<file path="config.mk">
export PLATFORM = sky130hd
export DESIGN_NAME = dbgi_inject_top
export DESIGN_NICKNAME = d
export VERILOG_FILES = /design/src/rtl/dbgi_pkg.sv /design/src/rtl/dbgi_slot_map.sv /design/src/rtl/dbgi_opcode.sv /design/src/rtl/dbgi_shifter.sv /design/src/rtl/dbgi_inject_top.sv
export SDC_FILE = /design/constraint.sdc
export NUM_CORES = 1
export LEC_CHECK = 0
export BUFFER_PORTS_ARGS = -buffer_cell sky130_fd_sc_hd__buf_2
export CORE_ASPECT_RATIO = 0.7
export CORE_MARGIN = 4
export CORE_UTILIZATION = 55
export CTS_CLUSTER_SIZE = 40
export DETAILED_ROUTE_END_ITERATION = 8
export GPL_TIMING_DRIVEN = 0
export PLACE_DENSITY = 0.75
export RECOVER_POWER = 100
export SYNTH_ARGS = -nofsm -noshare
export SYNTH_HDL_FRONTEND = slang
export SYNTH_SLANG_ARGS = --single-unit
export TNS_END_PERCENT = 50
</file>
<file path="constraint.sdc">
create_clock -name clk -period 3.3 [get_ports clk]
set_clock_uncertainty 0.2 [all_clocks]
set_input_delay 0.66 -clock clk [delete_from_list [all_inputs] [get_ports clk]]
set_output_delay 0.66 -clock clk [all_outputs]
set_load 0.02 [all_outputs]
</file>
<file path="src/rtl/dbgi_pkg.sv">
package dbgi_pkg;
  // Kind of word placed in one injection slot of a routine.
  typedef enum logic [1:0] {
    SLOT_NOP  = 2'd0,
    SLOT_OPC  = 2'd1,
    SLOT_DATA = 2'd2
  } slot_e;

  // Request-level sequencer state.
  typedef enum logic [1:0] {
    SQ_IDLE  = 2'd0,
    SQ_ISSUE = 2'd1,
    SQ_WAIT  = 2'd2
  } seq_e;
endpackage

</file>
<file path="src/rtl/dbgi_slot_map.sv">
module dbgi_slot_map
  import dbgi_pkg::*;
#(
  parameter int STEP_W       = 4,
  parameter int PRE_DATA_NOP = 2,
  parameter int POST_NOP     = 2,
  parameter int PC_REFILL    = 2,
  parameter int READ_TAIL    = 4
) (
  input  logic              is_wr,
  input  logic              pc_tgt,
  input  logic [STEP_W-1:0] step,
  output slot_e             kind,
  output logic              last
);
  // Slot 0 is always a NOP and slot 1 carries the opcode.
  localparam int DATA_STEP = 2 + PRE_DATA_NOP;
  localparam int WR_LAST   = DATA_STEP + POST_NOP;
  localparam int WR_LAST_P = WR_LAST + PC_REFILL;
  localparam int RD_LAST   = 1 + READ_TAIL;

  always_comb begin
    kind = SLOT_NOP;
    if (step == STEP_W'(1))
      kind = SLOT_OPC;
    else if (is_wr && step == STEP_W'(DATA_STEP))
      kind = SLOT_DATA;
    if (is_wr)
      last = pc_tgt ? (step == STEP_W'(WR_LAST_P)) : (step == STEP_W'(WR_LAST));
    else
      last = (step == STEP_W'(RD_LAST));
  end
endmodule

</file>
<file path="src/rtl/dbgi_opcode.sv">
module dbgi_opcode #(
  parameter int          W          = 32,
  parameter int          IDX_W      = 4,
  parameter logic [W-1:0] WIDE_NOP  = 32'hE1A00000,
  parameter logic [W-1:0] WIDE_LOAD = 32'hE59E0000,
  parameter logic [W-1:0] WIDE_STOR = 32'hE58E0000,
  parameter logic [W-1:0] NARR_NOP  = 32'h46C046C0,
  parameter logic [W-1:0] NARR_LOAD = 32'h68006800,
  parameter logic [W-1:0] NARR_STOR = 32'h60006000,
  parameter int          WIDE_LSB   = 12,
  parameter int          NARR_LO    = 0,
  parameter int          NARR_HI    = 16,
  parameter int          NARR_IDX_W = 3
) (
  input  logic             compact,
  input  logic             is_wr,
  input  logic [IDX_W-1:0] reg_idx,
  output logic [W-1:0]     nop_word,
  output logic [W-1:0]     opc_word
);
  logic [W-1:0] wide_idx, narr_idx;
  logic [W-1:0] wide_base, narr_base;

  always_comb begin
    wide_idx  = W'(reg_idx) << WIDE_LSB;
    narr_idx  = (W'(reg_idx[NARR_IDX_W-1:0]) << NARR_LO)
              | (W'(reg_idx[NARR_IDX_W-1:0]) << NARR_HI);
    wide_base = is_wr ? WIDE_LOAD : WIDE_STOR;
    narr_base = is_wr ? NARR_LOAD : NARR_STOR;
    nop_word  = compact ? NARR_NOP : WIDE_NOP;
    opc_word  = compact ? (narr_base | narr_idx) : (wide_base | wide_idx);
  end
endmodule

</file>
<file path="src/rtl/dbgi_shifter.sv">
module dbgi_shifter #(
  parameter int W = 32
) (
  input  logic         clk,
  input  logic         rst,
  input  logic         go,
  input  logic [W-1:0] word,
  input  logic         brk,
  input  logic         force_scan,
  input  logic         tdo,
  output logic         tck,
  output logic         tms,
  output logic         tdi,
  output logic [W-1:0] cap_word,
  output logic         fin
);
  localparam int FRAME     = W + 1;
  localparam int SH_FIRST  = 3;
  localparam int SH_LAST   = SH_FIRST + FRAME - 1;
  localparam int SCAN_TCKS = SH_LAST + 4;
  localparam int CW        = $clog2(SCAN_TCKS + 1);

  logic          running, ph, one_tck;
  logic [CW-1:0] idx;
  logic [W:0]    sh;
  logic          last_ok, last_b;
  logic [W-1:0]  last_w;
  logic          skip;
  logic          in_shift, in_sample, tms_nxt;

  assign skip      = last_ok && (word == last_w) && (brk == last_b) && !force_scan;
  assign in_shift  = !one_tck && (idx >= CW'(SH_FIRST)) && (idx <= CW'(SH_LAST));
  assign in_sample = !one_tck && (idx >  CW'(SH_FIRST)) && (idx <= CW'(SH_LAST));

  always_comb begin
    if (one_tck)
      tms_nxt = 1'b0;
    else
      tms_nxt = (idx == '0) || (idx == CW'(SH_LAST)) || (idx == CW'(SH_LAST + 1));
  end

  always_ff @(posedge clk) begin
    if (rst) begin
      running  <= 1'b0;
      ph       <= 1'b0;
      one_tck  <= 1'b0;
      idx      <= '0;
      sh       <= '0;
      cap_word <= '0;
      fin      <= 1'b0;
      tck      <= 1'b0;
      tms      <= 1'b0;
      tdi      <= 1'b0;
      last_ok  <= 1'b0;
      last_w   <= '0;
      last_b   <= 1'b0;
    end else begin
      fin <= 1'b0;
      if (!running) begin
        if (go) begin
          running <= 1'b1;
          ph      <= 1'b0;
          idx     <= '0;
          one_tck <= skip;
          sh      <= {brk, word};
          last_ok <= 1'b1;
          last_w  <= word;
          last_b  <= brk;
        end
      end else if (!ph) begin
        tck <= 1'b0;
        tms <= tms_nxt;
        if (in_shift)
          tdi <= sh[W];
        ph <= 1'b1;
      end else begin
        tck <= 1'b1;
        ph  <= 1'b0;
        if (in_shift)
          sh <= {sh[W-1:0], 1'b0};
        if (in_sample)
          cap_word <= {cap_word[W-2:0], tdo};
        if (one_tck || idx == CW'(SCAN_TCKS - 1)) begin
          running <= 1'b0;
          fin     <= 1'b1;
        end else begin
          idx <= idx + CW'(1);
        end
      end
    end
  end
endmodule

</file>
<file path="src/rtl/dbgi_inject_top.sv">
module dbgi_inject_top
  import dbgi_pkg::*;
#(
  parameter int W         = 32,
  parameter int IDX_W     = 4,
  parameter int PC_INDEX  = 15,
  parameter int PC_REFILL = 2,
  parameter int READ_TAIL = 4
) (
  input  logic             clk,
  input  logic             rst,
  input  logic             start,
  input  logic             wr_en,
  input  logic [IDX_W-1:0] reg_idx,
  input  logic [W-1:0]     wr_data,
  input  logic             compact_isa,
  output logic             busy,
  output logic             done,
  output logic [W-1:0]     rd_data,
  output logic             tck,
  output logic             tms,
  output logic             tdi,
  input  logic             tdo
);
  localparam int STEP_W = $clog2(6 + PC_REFILL + READ_TAIL + 1);

  seq_e             st;
  logic [STEP_W-1:0] step;
  logic             pass2, wr_q, cmp_q;
  logic [IDX_W-1:0] reg_q;
  logic [W-1:0]     wd_q;
  slot_e            kind;
  logic             last, pc_tgt;
  logic [W-1:0]     nop_word, opc_word, inj_word, cap_word;
  logic             go, fin;

  assign pc_tgt = (reg_q == IDX_W'(PC_INDEX));
  assign go     = (st == SQ_ISSUE);
  assign busy   = (st != SQ_IDLE);

  dbgi_slot_map #(
    .STEP_W(STEP_W), .PRE_DATA_NOP(2), .POST_NOP(2),
    .PC_REFILL(PC_REFILL), .READ_TAIL(READ_TAIL)
  ) u_map (
    .is_wr(wr_q), .pc_tgt(pc_tgt), .step(step), .kind(kind), .last(last)
  );

  dbgi_opcode #(.W(W), .IDX_W(IDX_W)) u_opc (
    .compact(cmp_q), .is_wr(wr_q), .reg_idx(reg_q),
    .nop_word(nop_word), .opc_word(opc_word)
  );

  always_comb begin
    case (kind)
      SLOT_OPC:  inj_word = opc_word;
      SLOT_DATA: inj_word = pass2 ? wd_q : '0;
      default:   inj_word = nop_word;
    endcase
  end

  dbgi_shifter #(.W(W)) u_shf (
    .clk(clk), .rst(rst), .go(go), .word(inj_word), .brk(1'b0),
    .force_scan(!wr_q && last), .tdo(tdo),
    .tck(tck), .tms(tms), .tdi(tdi), .cap_word(cap_word), .fin(fin)
  );

  always_ff @(posedge clk) begin
    if (rst) begin
      st      <= SQ_IDLE;
      step    <= '0;
      pass2   <= 1'b0;
      wr_q    <= 1'b0;
      cmp_q   <= 1'b0;
      reg_q   <= '0;
      wd_q    <= '0;
      rd_data <= '0;
      done    <= 1'b0;
    end else begin
      done <= 1'b0;
      case (st)
        SQ_IDLE: if (start) begin
          wr_q  <= wr_en;
          cmp_q <= compact_isa;
          reg_q <= reg_idx;
          wd_q  <= wr_data;
          step  <= '0;
          pass2 <= 1'b0;
          st    <= SQ_ISSUE;
        end
        SQ_ISSUE: st <= SQ_WAIT;
        SQ_WAIT: if (fin) begin
          if (!last) begin
            step <= step + STEP_W'(1);
            st   <= SQ_ISSUE;
          end else if (wr_q && !pass2) begin
            pass2 <= 1'b1;
            step  <= '0;
            st    <= SQ_ISSUE;
          end else begin
            if (!wr_q)
              rd_data <= cap_word;
            done <= 1'b1;
            st   <= SQ_IDLE;
          end
        end
        default: st <= SQ_IDLE;
      endcase
    end
  end
endmodule

</file>
==> results.toml <==
[setup_path]
required_ns = 3.46
crit_slowest_cell = "a22oi_1"
crit_buf_inv = 3
cp_data_arrival_time_ns = 3.43
cp_cell_sequence = "inv_1, ha_1, and4b_1, buf_6, and2_0, buf_6, a22oi_1, xnor2_1, a2111oi_2, nand4_1, o22ai_2"
cpMostUsedCell = "buf_6"
cp_top_family = "compound AO/OA/AOI/OAI gates"
slowest_delay_ns = 0.51
worstSetupStartpointType = "flip-flop"
end_kind = "flip-flop"
crit_type = "reg2reg"
path_max_fanout = 10

[pwr]
cellLeakagePower_uw = 0.003094
ir_worst_vdd_mv = 0.3371
power_uw = 5076
powerDensity_nw_per_um2 = 549.8

[global_route]
grt.overflow.total = 0
grt_pass1_wl_um = 35180
track_usage_pct = 26.73
grt_max_degree = 17
first_global_vias = 6707
antenna_found_initial = 0

[synthesis]
ys_types = 52
synth_top_area_share_pct = 47.29
ys_seq_area_share_pct = 47.29
synth_cells = 1036
yosys.area.top_type = "dfxtp_1"
synth-seq-cells = 189
synth_edf_count = 0
yosysWarnings = 0
ys.flop_type = "dfxtp_1"
syn_area_um2 = 8000
syn_area_per_cell_um2 = 7.722
ys_async_sr_fraction_pct = 0
synthTopCellsByArea = "dfxtp_1, nand2_1, a21oi_1"
syn_nets = 1084

[finish]
drive_gt1_share_pct = 8.210
area_growth_pct = 15.39
regArea_um2 = 3784
multi_input_area_um2 = 3884
fin_area_um2 = 9231
final_nets = 1181
insertedDiodeCount = 0
fin_util_pct = 65.48
fill_cells = 1221

[timing]
hold_violations = 0
tightest_slew_ns = 1.015
rsz0062_at_grt = "no"
finalSetupViolations = 0
max_slew_margin_pct = 31.70
timing.setup.tns_ns = 0
period_share_pct = 99.00
drv_slew = 0
holdWs_ns = 0.2533
fin_crit_ns = 3.267
max_freq_mhz = 306.1

[placed_design]
dp_hpwl_um = 16110
io_buffers = 78
place_congestion = 0.9280
dpl_cell_area_um2 = 8628

[clock_tree]
htreeDepth = 4
clock_sinks = 189
cts-root-buf = "clkbuf_16"
cts_made_buffers = 17
cts_tree = "done"
cts_max_path_buffers = 2
cts_setup_buffers = 0
clk_pin_slew_ns = 0.07
clk_latency_ns = 0.44

[die]
die_y_um = 108.9
start_util_pct = 56.74
pin_count = 79
core_area_um2 = 14100
core.rowCount = 36
dieArea_um2 = 16570
die_w_um = 152.2

[routing]
route.detailed.drc = 0
wirelength_um = 22260
viasPerCell = 5.681
vias = 7584
dr.pass1.iters = 6
postRouteAntennaNets = 0
wl_per_cell_um = 16.67
drt-initial-drc-count = 1087

[status]
status = "completed"

[worst_hold_path]
min_path_type = "in2reg"

[run]
max-cap-violations = 0
-- flip-flops by register name (all words and copies together) (netlist names), 2 cells and up --
name / cells
u_shf.sh: 33
rd_data: 32
u_shf.cap_word: 32
u_shf.last_w: 32
wd_q: 32
u_shf.idx: 6
reg_q: 4
step: 4
st: 2
-- cell families after synthesis --
| group | synth area share (%) |
|---|---|
| adder cells (fa/ha/maj) | 0.9384 |
| AND/OR/NAND/NOR | 24.18 |
| flip-flops | 47.29 |
| buffers and inverters | 4.457 |
| multiplexers | 0.6256 |
| AO/OA/AOI/OAI | 19.11 |
| XOR/XNOR | 3.394 |
-- layer usage --
metal | up-vias | wire length, um | track usage, %
met5 | - | 0 | 0
met4 | 0 | 251 | 6.414
met3 | 21 | 2170 | 6.704
met2 | 334 | 9078 | 38.88
met1 | 3539 | 10760 | 39.85
li1 | 3690 | - | -
-- synthesized netlist by cell type (7+ instances only) --
cell type / count
nand2_1: 302
dfxtp_1: 189
a21oi_1: 159
nor2_1: 72
clkbuf_1: 59
a211oi_1: 34
o21ai_0: 31
xnor2_1: 20
nand3_1: 15
nor3_1: 12
xor2_1: 11
a22oi_1: 9
inv_1: 9
nand4_1: 9
nor2b_1: 9
nand2b_1: 8
buf_1: 7
-- cell usage in the layout (no fill, tap or decap), types with 11 or more instances in the layout --
cell	n
nand3_1	15
xnor2_1	20
o21ai_0	31
clkbuf_1	107
nor2_1	72
clkbuf_16	17
xor2_1	11
nand2_1	302
dfxtp_1	189
nor3_1	12
buf_2	43
a21oi_1	159
a211oi_1	34
-- metrics by stage --
| step | instances | setup slack (ns) |
|---|---|---|
| after CTS | 1335 | 0.1571 |
| after global routing | 1335 | 0.01616 |
| final | 1335 | 0.03300 |
| after global placement | 1304 | -0.1514 |
| after floorplan | 1036 | 0.7257 |
| after detailed placement | 1304 | -0.1550 |
-- worst reg2reg max path, delay by kind of cell, from the launching register on --
kind | cells | cell delay, ns
XOR/XNOR | 1 | 0.26
adder cells (fa/ha/maj) | 1 | 0.22
flip-flops | 1 | 0.49
AO/OA/AOI/OAI | 3 | 1.03
buffers and inverters | 3 | 0.37
AND/OR/NAND/NOR | 3 | 0.62
-- timing repair --
item                       in CTS  in global routing
setup endpoints to repair       1                  1
pin swaps                       0                  0
hold buffers                    0                  0
gates resized for setup         1                  3
hold endpoints to repair        0                  0
-- where the power goes --
group | switching (uW) | leakage, uW | internal, uW | total (uW)
clock | 913 | 0.000292 | 1290 | 2200
sequential | 72.4 | 0.00153 | 2360 | 2430
combinational | 290 | 0.00127 | 153 | 443
total | 1270 | 0.00309 | 3800 | 5080
-- path summary, 6_finish.rpt --
check | start | to | slack (ns) | cells after the start
worst min-delay path | wr_data[18] | wd_q[18] | 0.25 | 3
worst max register to register | step[0] | u_shf.one_tck | 0.03 | 11
worst min register to register | rd_data[4] | rd_data[4] | 0.25 | 2
worst max-delay path | step[0] | u_shf.one_tck | 0.03 | 11
-- area by class of cell --
cell class,count,area share (%)
multi-input combinational,762,42.07
sequential,189,40.99
clock buffer,18,4.757
timing repair buffer,78,3.714
buffer,76,3.456
tap,190,2.575
clock inverter,13,2.074
inverter,9,0.3660
Power figures use the tool's default switching activity.
